<file path="src/rtl/scl_div_pkg.sv">
package scl_div_pkg;

    typedef enum logic {
        BRG_HALT = 1'b0,
        BRG_RUN  = 1'b1
    } brg_mode_e;

    typedef struct packed {
        logic level;
        logic roll;
    } scl_state_t;

    localparam logic SCL_RELEASED = 1'b1;

endpackage

</file>
<file path="src/rtl/scl_stretch_detect.sv">
module scl_stretch_detect (
    input  logic scl_drive_i,
    input  logic scl_in_i,
    output logic hold_o
);

    // Released but the bus still reads low: another device holds the clock.
    always_comb begin
        hold_o = scl_drive_i & ~scl_in_i;
    end

endmodule

</file>
<file path="src/rtl/scl_brg_counter.sv">
module scl_brg_counter
    import scl_div_pkg::*;
#(
    parameter int CNT_W = 7
) (
    input  logic             clk,
    input  logic             rst,
    input  logic             tick_i,
    input  logic [CNT_W-1:0] reload_i,
    input  logic             start_i,
    input  logic             stop_i,
    input  logic             hold_i,
    output logic             roll_evt_o,
    output logic             running_o
);

    localparam logic [CNT_W-1:0] CNT_ZERO = '0;
    localparam logic [CNT_W-1:0] CNT_ONE  = CNT_W'(1);

    typedef struct packed {
        brg_mode_e        mode;
        logic [CNT_W-1:0] cnt;
    } brg_state_t;

    brg_state_t s_d, s_q;
    logic       step;

    always_comb begin
        s_d        = s_q;
        step       = (s_q.mode == BRG_RUN) && tick_i && !start_i && !stop_i;
        roll_evt_o = step && !hold_i && (s_q.cnt == CNT_ZERO);
        if (start_i) begin
            s_d.mode = BRG_RUN;
            s_d.cnt  = reload_i;
        end else if (stop_i) begin
            s_d.mode = BRG_HALT;
            s_d.cnt  = CNT_ZERO;
        end else if (step) begin
            if (hold_i || (s_q.cnt == CNT_ZERO)) begin
                s_d.cnt = reload_i;
            end else begin
                s_d.cnt = s_q.cnt - CNT_ONE;
            end
        end
    end

    always_ff @(posedge clk) begin
        if (rst) begin
            s_q.mode <= BRG_HALT;
            s_q.cnt  <= CNT_ZERO;
        end else begin
            s_q <= s_d;
        end
    end

    assign running_o = (s_q.mode == BRG_RUN);

    AST_HALT_STAYS_STILL: assert property (@(posedge clk) disable iff (rst)
        (s_q.mode == BRG_HALT && !start_i) |=> (s_q.mode == BRG_HALT && $stable(s_q.cnt)));

    AST_DECR_ON_TICK: assert property (@(posedge clk) disable iff (rst)
        (s_q.mode == BRG_RUN && tick_i && !hold_i && !start_i && !stop_i && s_q.cnt != CNT_ZERO)
        |=> (s_q.cnt == $past(s_q.cnt) - CNT_ONE));

    AST_NO_TICK_NO_MOVE: assert property (@(posedge clk) disable iff (rst)
        (!tick_i && !start_i && !stop_i) |=> $stable(s_q.cnt));

    AST_RELOAD_AT_ROLL: assert property (@(posedge clk) disable iff (rst)
        roll_evt_o |=> (s_q.cnt == $past(reload_i) && s_q.mode == BRG_RUN));

    AST_STRETCH_HOLD: assert property (@(posedge clk) disable iff (rst)
        (s_q.mode == BRG_RUN && tick_i && hold_i && !start_i && !stop_i)
        |=> (s_q.cnt == $past(reload_i)));

    AST_START_WINS: assert property (@(posedge clk) disable iff (rst)
        start_i |=> (s_q.mode == BRG_RUN && s_q.cnt == $past(reload_i)));

    AST_STOP_HALTS: assert property (@(posedge clk) disable iff (rst)
        (stop_i && !start_i) |=> (s_q.mode == BRG_HALT));

endmodule

</file>
<file path="src/rtl/scl_level_gen.sv">
module scl_level_gen
    import scl_div_pkg::*;
(
    input  logic clk,
    input  logic rst,
    input  logic roll_evt_i,
    output logic scl_o,
    output logic roll_o
);

    scl_state_t st_d, st_q;

    always_comb begin
        st_d      = st_q;
        st_d.roll = roll_evt_i;
        if (roll_evt_i) begin
            st_d.level = ~st_q.level;
        end
    end

    always_ff @(posedge clk) begin
        if (rst) begin
            st_q.level <= SCL_RELEASED;
            st_q.roll  <= 1'b0;
        end else begin
            st_q <= st_d;
        end
    end

    assign scl_o  = st_q.level;
    assign roll_o = st_q.roll;

    AST_LEVEL_ONLY_ON_ROLL: assert property (@(posedge clk) disable iff (rst)
        !roll_evt_i |=> $stable(st_q.level));

    AST_ROLL_MARKS_TOGGLE: assert property (@(posedge clk) disable iff (rst)
        st_q.roll |-> (st_q.level != $past(st_q.level)));

    AST_RESET_RELEASED: assert property (@(posedge clk)
        rst |=> (st_q.level == SCL_RELEASED && !st_q.roll));

endmodule

</file>
<file path="src/rtl/scl_rate_gen.sv">
module scl_rate_gen
    import scl_div_pkg::*;
#(
    parameter int DIV_W = 8,
    parameter int CNT_W = 7
) (
    input  logic             clk,
    input  logic             rst,
    input  logic             tick_i,
    input  logic [DIV_W-1:0] divisor_i,
    input  logic             buf_wr_i,
    input  logic             seq_done_i,
    input  logic             scl_in_i,
    output logic             scl_drive_o,
    output logic             roll_o
);

    localparam int SPARE_W = DIV_W - CNT_W;

    logic [CNT_W-1:0] reload;
    logic             hold;
    logic             roll_evt;
    logic             running;
    logic             unused_running;

    assign reload = divisor_i[CNT_W-1:0];

    generate
        if (SPARE_W > 0) begin : g_spare
            logic unused_div_hi;
            assign unused_div_hi = ^divisor_i[DIV_W-1:CNT_W];
        end
    endgenerate

    scl_stretch_detect i_stretch (
        .scl_drive_i (scl_drive_o),
        .scl_in_i    (scl_in_i),
        .hold_o      (hold)
    );

    scl_brg_counter #(
        .CNT_W (CNT_W)
    ) i_counter (
        .clk        (clk),
        .rst        (rst),
        .tick_i     (tick_i),
        .reload_i   (reload),
        .start_i    (buf_wr_i),
        .stop_i     (seq_done_i),
        .hold_i     (hold),
        .roll_evt_o (roll_evt),
        .running_o  (running)
    );

    scl_level_gen i_level (
        .clk        (clk),
        .rst        (rst),
        .roll_evt_i (roll_evt),
        .scl_o      (scl_drive_o),
        .roll_o     (roll_o)
    );

    assign unused_running = running;

    AST_IDLE_NO_ROLL: assert property (@(posedge clk) disable iff (rst)
        (!running && !buf_wr_i) |=> !roll_o);

endmodule

</file>
<file path="config.mk">
export PLATFORM = sky130hd
export DESIGN_NAME = scl_rate_gen
export DESIGN_NICKNAME = d
export VERILOG_FILES = /design/src/rtl/scl_div_pkg.sv /design/src/rtl/scl_stretch_detect.sv /design/src/rtl/scl_brg_counter.sv /design/src/rtl/scl_level_gen.sv /design/src/rtl/scl_rate_gen.sv
export SDC_FILE = /design/constraint.sdc
export NUM_CORES = 1
export LEC_CHECK = 0
export ABC_AREA = 1
export BUFFER_PORTS_ARGS = -buffer_cell sky130_fd_sc_hd__buf_2
export CORE_MARGIN = 10
export CORE_UTILIZATION = 35
export CTS_CLUSTER_SIZE = 12
export DETAILED_ROUTE_END_ITERATION = 6
export GPL_TIMING_DRIVEN = 0
export PLACE_DENSITY = 0.64
export SLEW_MARGIN = 30
export SYNTH_ARGS = -nofsm -noshare
export SYNTH_HDL_FRONTEND = slang
export SYNTH_HIERARCHICAL = 1
export SYNTH_SLANG_ARGS = --single-unit
export TNS_END_PERCENT = 20
</file>
<file path="constraint.sdc">
create_clock -name clk -period 2.1 [get_ports clk]
set_input_delay 0.105 -clock clk [delete_from_list [all_inputs] [get_ports clk]]
set_output_delay 0.105 -clock clk [all_outputs]
set_load 0.02 [all_outputs]
</file>
==> impl_metrics.yaml, run 1 <==
global_routing:
  grt_max_degree: 11
  grt_pass1_wl_um: 3139
  track_usage_pct: 8.926
  gr-total-overflow: 0
  grt_pass1_vias: 766
  grt_antenna_before_repair: 0
floorplanning:
  core.rowCount: 16
  core_sq_um: 2022
  die_w_um: 66.74
  initial_utilization_pct: 37.81
  die_area_sq_um: 4454
  io_pins: 16
  die_y_um: 66.74
pwr:
  max-vdd-ir-drop_mv: 0.3270
  total_power_uw: 512.1
  total_leakage_power_nw: 0.4490
  p_per_area_nw_per_um2: 574.8
synthesis:
  synth_compound_area_share_pct: 20.29
  synthSimpleGateAreaFrac_pct: 32.41
  synthTopCellsByCount: "inv_1, nand2_1, nand3_1"
  synth_top_cell_by_area: "dfxtp_1"
  synthesis.area_per_instance_sq_um: 6.479
  synth_top_family_by_area: "simple AND/OR/NAND/NOR gates"
  synth_xor_area_share_pct: 1.146
  synth_top_area_share_pct: 26.19
  synth_area_sq_um: 764.5
  synth_most_common_cell: "inv_1"
  async_reset_ff_share_pct: 0
  ys_ff_latch: 10
  ys_seq_area_share_pct: 26.19
  synth_nets: 134
  synthMuxAreaShare_pct: 0
  yosys_warnings: 6
  synth_area_leaders: "dfxtp_1, inv_1, nand2_1"
  synth_cells: 118
  synth-edff-count: 0
  synth_fa_ha_area_share_pct: 3.273
  synth_cell_type_count: 23
  synth_ff_type: "dfxtp_1"
worst_hold_path:
  min_path_cells: 2
  hold_start: "rst"
  worstHoldEndpoint: "i_level/roll_o"
  hold_path.class: "input port to flop"
drt:
  vias: 775
  viasPerCell: 4.784
  routedWlPerCell_um: 10.98
  drt-total-wl_um: 1778
  drt_iter0_markers: 19
  ant_nets: 0
  drc: 0
  firstDrtPassIters: 4
worst_setup_path:
  crit_path_end_kind: "flop"
  worst-path-buf-inv: 3
  worst-path-max-fanout: 6
  critPathSlowestCell: "dfxtp_1"
  startpoint_type: "flop"
  cp_data_arrival_time_ns: 1.82
  cp_slowest_stage_delay_ns: 0.33
  crit_path_frequent_cell: "inv_1"
  crit_family: "simple AND/OR/NAND/NOR gates"
  critPathRequiredTime_ns: 2.25
  r2r_start: "i_counter/s_q[0]"
  rrSetupSlack_ns: 0.44
  reg2regPathDepth: 9
  path_cells: "inv_1 -> ha_1 -> inv_1 -> nor2_1 -> nand3_4 -> nor4_1 -> inv_1 -> nand2_1 -> nand3_1"
  critPathKind: "flop to flop"
  reg2reg_to: "i_level/scl_o"
clocking:
  cts_hold_buf: 0
  post_cts_buffers: 0
  cts-htree-levels: 1
  cts_buffers: 3
  clk_pin_slew_worst_paths_ns: 0.07
  post_cts_resize_count: 0
  clock_latency_ns: 0.26
  clock-sinks: 10
  cts_tree: "yes"
  clock_path_buffers: 2
  cts_root_buffer: "clkbuf_4"
sta:
  fin_setup_tns_ns: 0
  fmax_ghz: 0.6015
  period_needed_ns: 1.662
  rsz0062_at_grt: "false"
  fin_skew_ns: 0.004476
  tightest_slew_ns: 0.3535
  fin_crit_sh_pct: 79.16
  finalSetupViolations: 0
  final_max_slew_viol_count: 0
  hold_viol_final: 0
  relSlewSlack_pct: 76.22
run:
  max_cap_viol_count: 0
outcome:
  status: "complete, no violations"
placement:
  portBuffers: 14
  post-dp-hpwl_um: 1390
  place_congestion: 0.8161
cells_and_area:
  fin_nets: 153
  area_growth_pct: 16.53
  n_fill_cell: 231
  diodes: 0
  drive_gt1_share_pct: 25.19
  layout.area.seq_sq_um: 200.2
  multiInputGateArea_sq_um: 436.7
-- cells by family after synthesis --
logic type	count (synthesis)
simple gates	48
buf+inv	32
compound gates	25
flops	10
fa+ha+maj	2
xor+xnor	1
-- power breakdown --
| part | switching (mW) | internal (mW) | total, mW |
|---|---|---|---|
| combinational | 0.0988 | 0.0622 | 0.161 |
| clock | 0.0682 | 0.0661 | 0.134 |
| sequential | 0.0142 | 0.203 | 0.217 |
| total | 0.181 | 0.331 | 0.512 |
-- per-stage QoR --
step                instances  setup slack [ns]  hold WS (ns)  area (sq um)  util (%)
floorplan                 118            0.6670        0.1741         764.5         -
global placement          159            0.5242        0.3148         868.3     42.95
detailed placement        159            0.4411        0.3192         868.3     42.95
CTS                       162            0.4286       0.03321         890.9     44.06
global route              162            0.2827       0.04841         890.9     44.06
finish                    162            0.4376       0.04134         890.9     44.06
-- worst reg2reg max path, stage by stage, from the launching register on --
cell and delay (ns):
dfxtp_1 0.33, inv_1 0.17, ha_1 0.18, inv_1 0.04, nor2_1 0.15, nand3_4 0.14, nor4_1 0.30, inv_1 0.11
nand2_1 0.08, nand3_1 0.07
-- cells in the final DEF, fill, tap and decap left out --
master,netlist,layout
o21ai_1,10,10
buf_2,0,14
nand2_1,19,19
dfxtp_1,10,10
inv_1,27,27
nand4_1,2,2
buf_6,1,1
nand3b_1,1,1
nand3_4,1,1
nor2_4,1,1
clkbuf_4,0,3
o21ai_2,1,1
o21ai_0,4,4
nor4_1,1,1
clkinv_1,3,3
nor2_2,3,3
a21oi_1,3,3
a21oi_2,7,7
xnor2_1,1,1
nor2_1,4,4
nand2_2,1,1
nand3_1,14,14
nand2_4,1,1
ha_1,2,2
inv_2,1,1
-- routing by layer --
metal	up-vias	global-route usage, %	wire [um]
met3	2	2.508	72
met4	0	3.927	19
li1	408	-	-
met5	-	0	0
met2	22	13.98	825
met1	343	10.99	861
-- how the worst max path moves through the flow --
stage | depth (start not counted) | start | endpoint | slack, ns
after detailed placement | 9 | i_counter/s_q[0] | i_level/scl_o | 0.44
after global placement | 9 | i_counter/s_q[0] | i_level/scl_o | 0.52
final | 9 | i_counter/s_q[0] | i_level/scl_o | 0.44
after CTS | 9 | i_counter/s_q[0] | i_level/scl_o | 0.43
after global routing | 9 | i_counter/s_q[0] | i_level/scl_o | 0.28
after floorplan | 9 | i_counter/s_q[0] | i_level/scl_o | 0.67
-- sequential cells by signal, indices dropped and copies added, names as in the netlist --
name / flops
i_counter/running_o: 1
i_level/scl_o: 1
i_level/roll_o: 1
i_counter/s_q: 7
-- layout make-up --
cell class                 instances  area share (%)
buffer                             1           1.264
clock buffer                       3           2.528
inverter                          31           13.06
multi-input combinational         76           49.02
sequential                        10           22.47
tap                               27           3.792
timing repair buffer              14           7.865
Note: power is estimated with default switching activity, not from simulation.
==> inputs of run 2 (changes only) <==
--- a/config.mk
+++ b/config.mk
@@ -12,7 +12,7 @@
 export CTS_CLUSTER_SIZE = 12
 export DETAILED_ROUTE_END_ITERATION = 6
 export GPL_TIMING_DRIVEN = 0
-export PLACE_DENSITY = 0.64
+export PLACE_DENSITY = 0.66
 export SLEW_MARGIN = 30
 export SYNTH_ARGS = -nofsm -noshare
 export SYNTH_HDL_FRONTEND = slang
==> constraint.sdc (replaced) <==
create_clock -name clk -period 1.42 [get_ports clk]
set_input_delay 0.071 -clock clk [delete_from_list [all_inputs] [get_ports clk]]
set_output_delay 0.071 -clock clk [all_outputs]
set_load 0.02 [all_outputs]
==> impl_metrics.yaml, run 2 (same netlist as run 1, synthesis figures left out) <==
worst_hold_path:
  min_path_cells: 4
  hold_path.class: "input port to flop"
worst_setup_path:
  cp_slowest_stage_delay_ns: 0.33
  crit_path_end_kind: "flop"
  critPathSlowestCell: "dfxtp_2"
  critPathKind: "flop to flop"
  crit_family: "simple AND/OR/NAND/NOR gates"
  worst-path-max-fanout: 5
  worst-path-buf-inv: 3
  path_cells: "inv_2 -> ha_1 -> inv_1 -> nor2_2 -> nand3_4 -> nor4_4 -> inv_1 -> nand2_1 -> nand3_1"
  crit_path_frequent_cell: "inv_1"
  critPathRequiredTime_ns: 1.58
  cp_data_arrival_time_ns: 1.52
  crit_cells: 9
  reg2regPathDepth: 9
  startpoint_type: "flop"
placement:
  post-dp-hpwl_um: 1341
  portBuffers: 14
  pre_cts_ws_ns: -0.08156
  dp_cells: 159
  place_congestion: 0.7973
cells_and_area:
  layout_commonest_cell: "inv_1"
  largest_reg_flops: 7
  fin_cells: 168
  diodes: 0
  layout_common_cells: "inv_1, nand2_1, buf_2"
  regMostFlops: "i_counter/s_q"
  area_growth_pct: 29.30
  fin_nets: 158
  drive_gt1_share_pct: 34.04
sta:
  tightest_slew_ns: 0.2929
  finalSetupViolations: 0
  period_needed_ns: 1.363
  hold_slack_ns: 0.1052
  fin_skew_ns: 0.01069
  fin_setup_tns_ns: 0
  fmax_ghz: 0.7335
  fin_crit_sh_pct: 96.01
  rsz0062_at_grt: "true"
  relSlewSlack_pct: 80.45
  final_max_slew_viol_count: 0
  worst_slack_ns: 0.05670
  hold_viol_final: 0
global_routing:
  gr-total-overflow: 0
  grt_pass1_wl_um: 3049
  grt_pass1_vias: 695
  track_usage_pct: 8.923
  grt_antenna_before_repair: 0
  grt_max_degree: 11
drt:
  drt_iter0_markers: 34
  viasPerCell: 4.619
  drc: 0
  vias: 776
  routedWlPerCell_um: 11.23
  ant_nets: 0
  drt-total-wl_um: 1886
  firstDrtPassIters: 4
pwr:
  total_leakage_power_nw: 0.4849
  comb_power_share_pct: 31.9
  p_per_area_nw_per_um2: 884.0
  max-vdd-ir-drop_mv: 0.5596
  p_int_uw: 572.2
  power_frac_seq_pct: 36.9
  p_sw_share_pct: 34.51
  clkPwrFrac_pct: 31.2
  p_switching_uw: 301.5
clocking:
  cts_tree: "yes"
  clk_pin_slew_worst_paths_ns: 0.08
  clock_path_buffers: 2
  cts_root_buffer: "clkbuf_4"
  cts_buffers: 3
  clock-sinks: 10
  cts-htree-levels: 1
  clock_latency_ns: 0.28
floorplanning:
  io_pins: 16
  core.rowCount: 16
  die_w_um: 66.74
  initial_utilization_pct: 37.81
  die_y_um: 66.74
  die_area_sq_um: 4454
  core_sq_um: 2022
outcome:
  status: "complete, no violations"
run:
  max_cap_viol_count: 0
run 2: per-layer routing:
layer  share of wire (%)  track usage [%]  vias to the layer above  routed length, um
met5                   0                0                        -                  0
met4                 1.6            5.497                        0                 31
met3                 4.3            2.843                        4                 82
met2                  46            13.03                       22                869
met1                  48            10.98                      329                901
li1                    -                -                      421                  -
run 2: final cells by class:
cell class / count / area, sq um
Buffer: 1 / 11.26
Clock buffer: 4 / 36.28
Fill cell: 217 / 1033
Inverter: 31 / 118.9
Multi-Input combinational cell: 76 / 475.5
Sequential cell: 10 / 202.7
Tap cell: 27 / 33.78
Timing Repair Buffer: 19 / 110.1
run 2: through the flow:
stage	utilization [%]	power, mW	cell area [sq um]
4_1_cts	46.10	0.8461	932.1
6_report	48.89	0.8738	988.4
3_3_place_gp	43.25	0.5574	874.6
3_5_place_dp	43.25	0.5618	874.6
5_1_grt	48.89	0.9394	988.4
2_1_floorplan	-	0.5076	770.7
run 2: path summary, 6_finish.rpt:
check | startpoint | endpoint | slack (ns)
worst max-delay path | i_counter/s_q[0] | i_level/scl_o | 0.06
worst min register to register | i_level/scl_o | i_level/scl_o | 0.52
worst max register to register | i_counter/s_q[0] | i_level/scl_o | 0.06
worst min-delay path | seq_done_i | i_counter/s_q[1] | 0.11
run 2: repair_timing:
item / CTS / global route
pin swaps: 1 / 3
resized for setup: 3 / 8
setup buffers: 0 / 4
hold endpoints to repair: 2 / 0
setup endpoints to repair: 6 / 6
hold buffers: 1 / 0
run 2: tightest hold or removal path: stages:
cell and delay [ns]:
buf_2 0.10, nor2_4 0.06, nand3_2 0.08, a21oi_2 0.04
run 2: power by group through the flow:
stage / clock network, mW / registers, mW / logic (mW)
3_5_place_dp: 0 / 0.326 / 0.236
6_report: 0.273 / 0.322 / 0.279
5_1_grt: 0.302 / 0.325 / 0.312
4_1_cts: 0.283 / 0.320 / 0.243
2_1_floorplan: 0 / 0.322 / 0.186
3_3_place_gp: 0 / 0.326 / 0.232
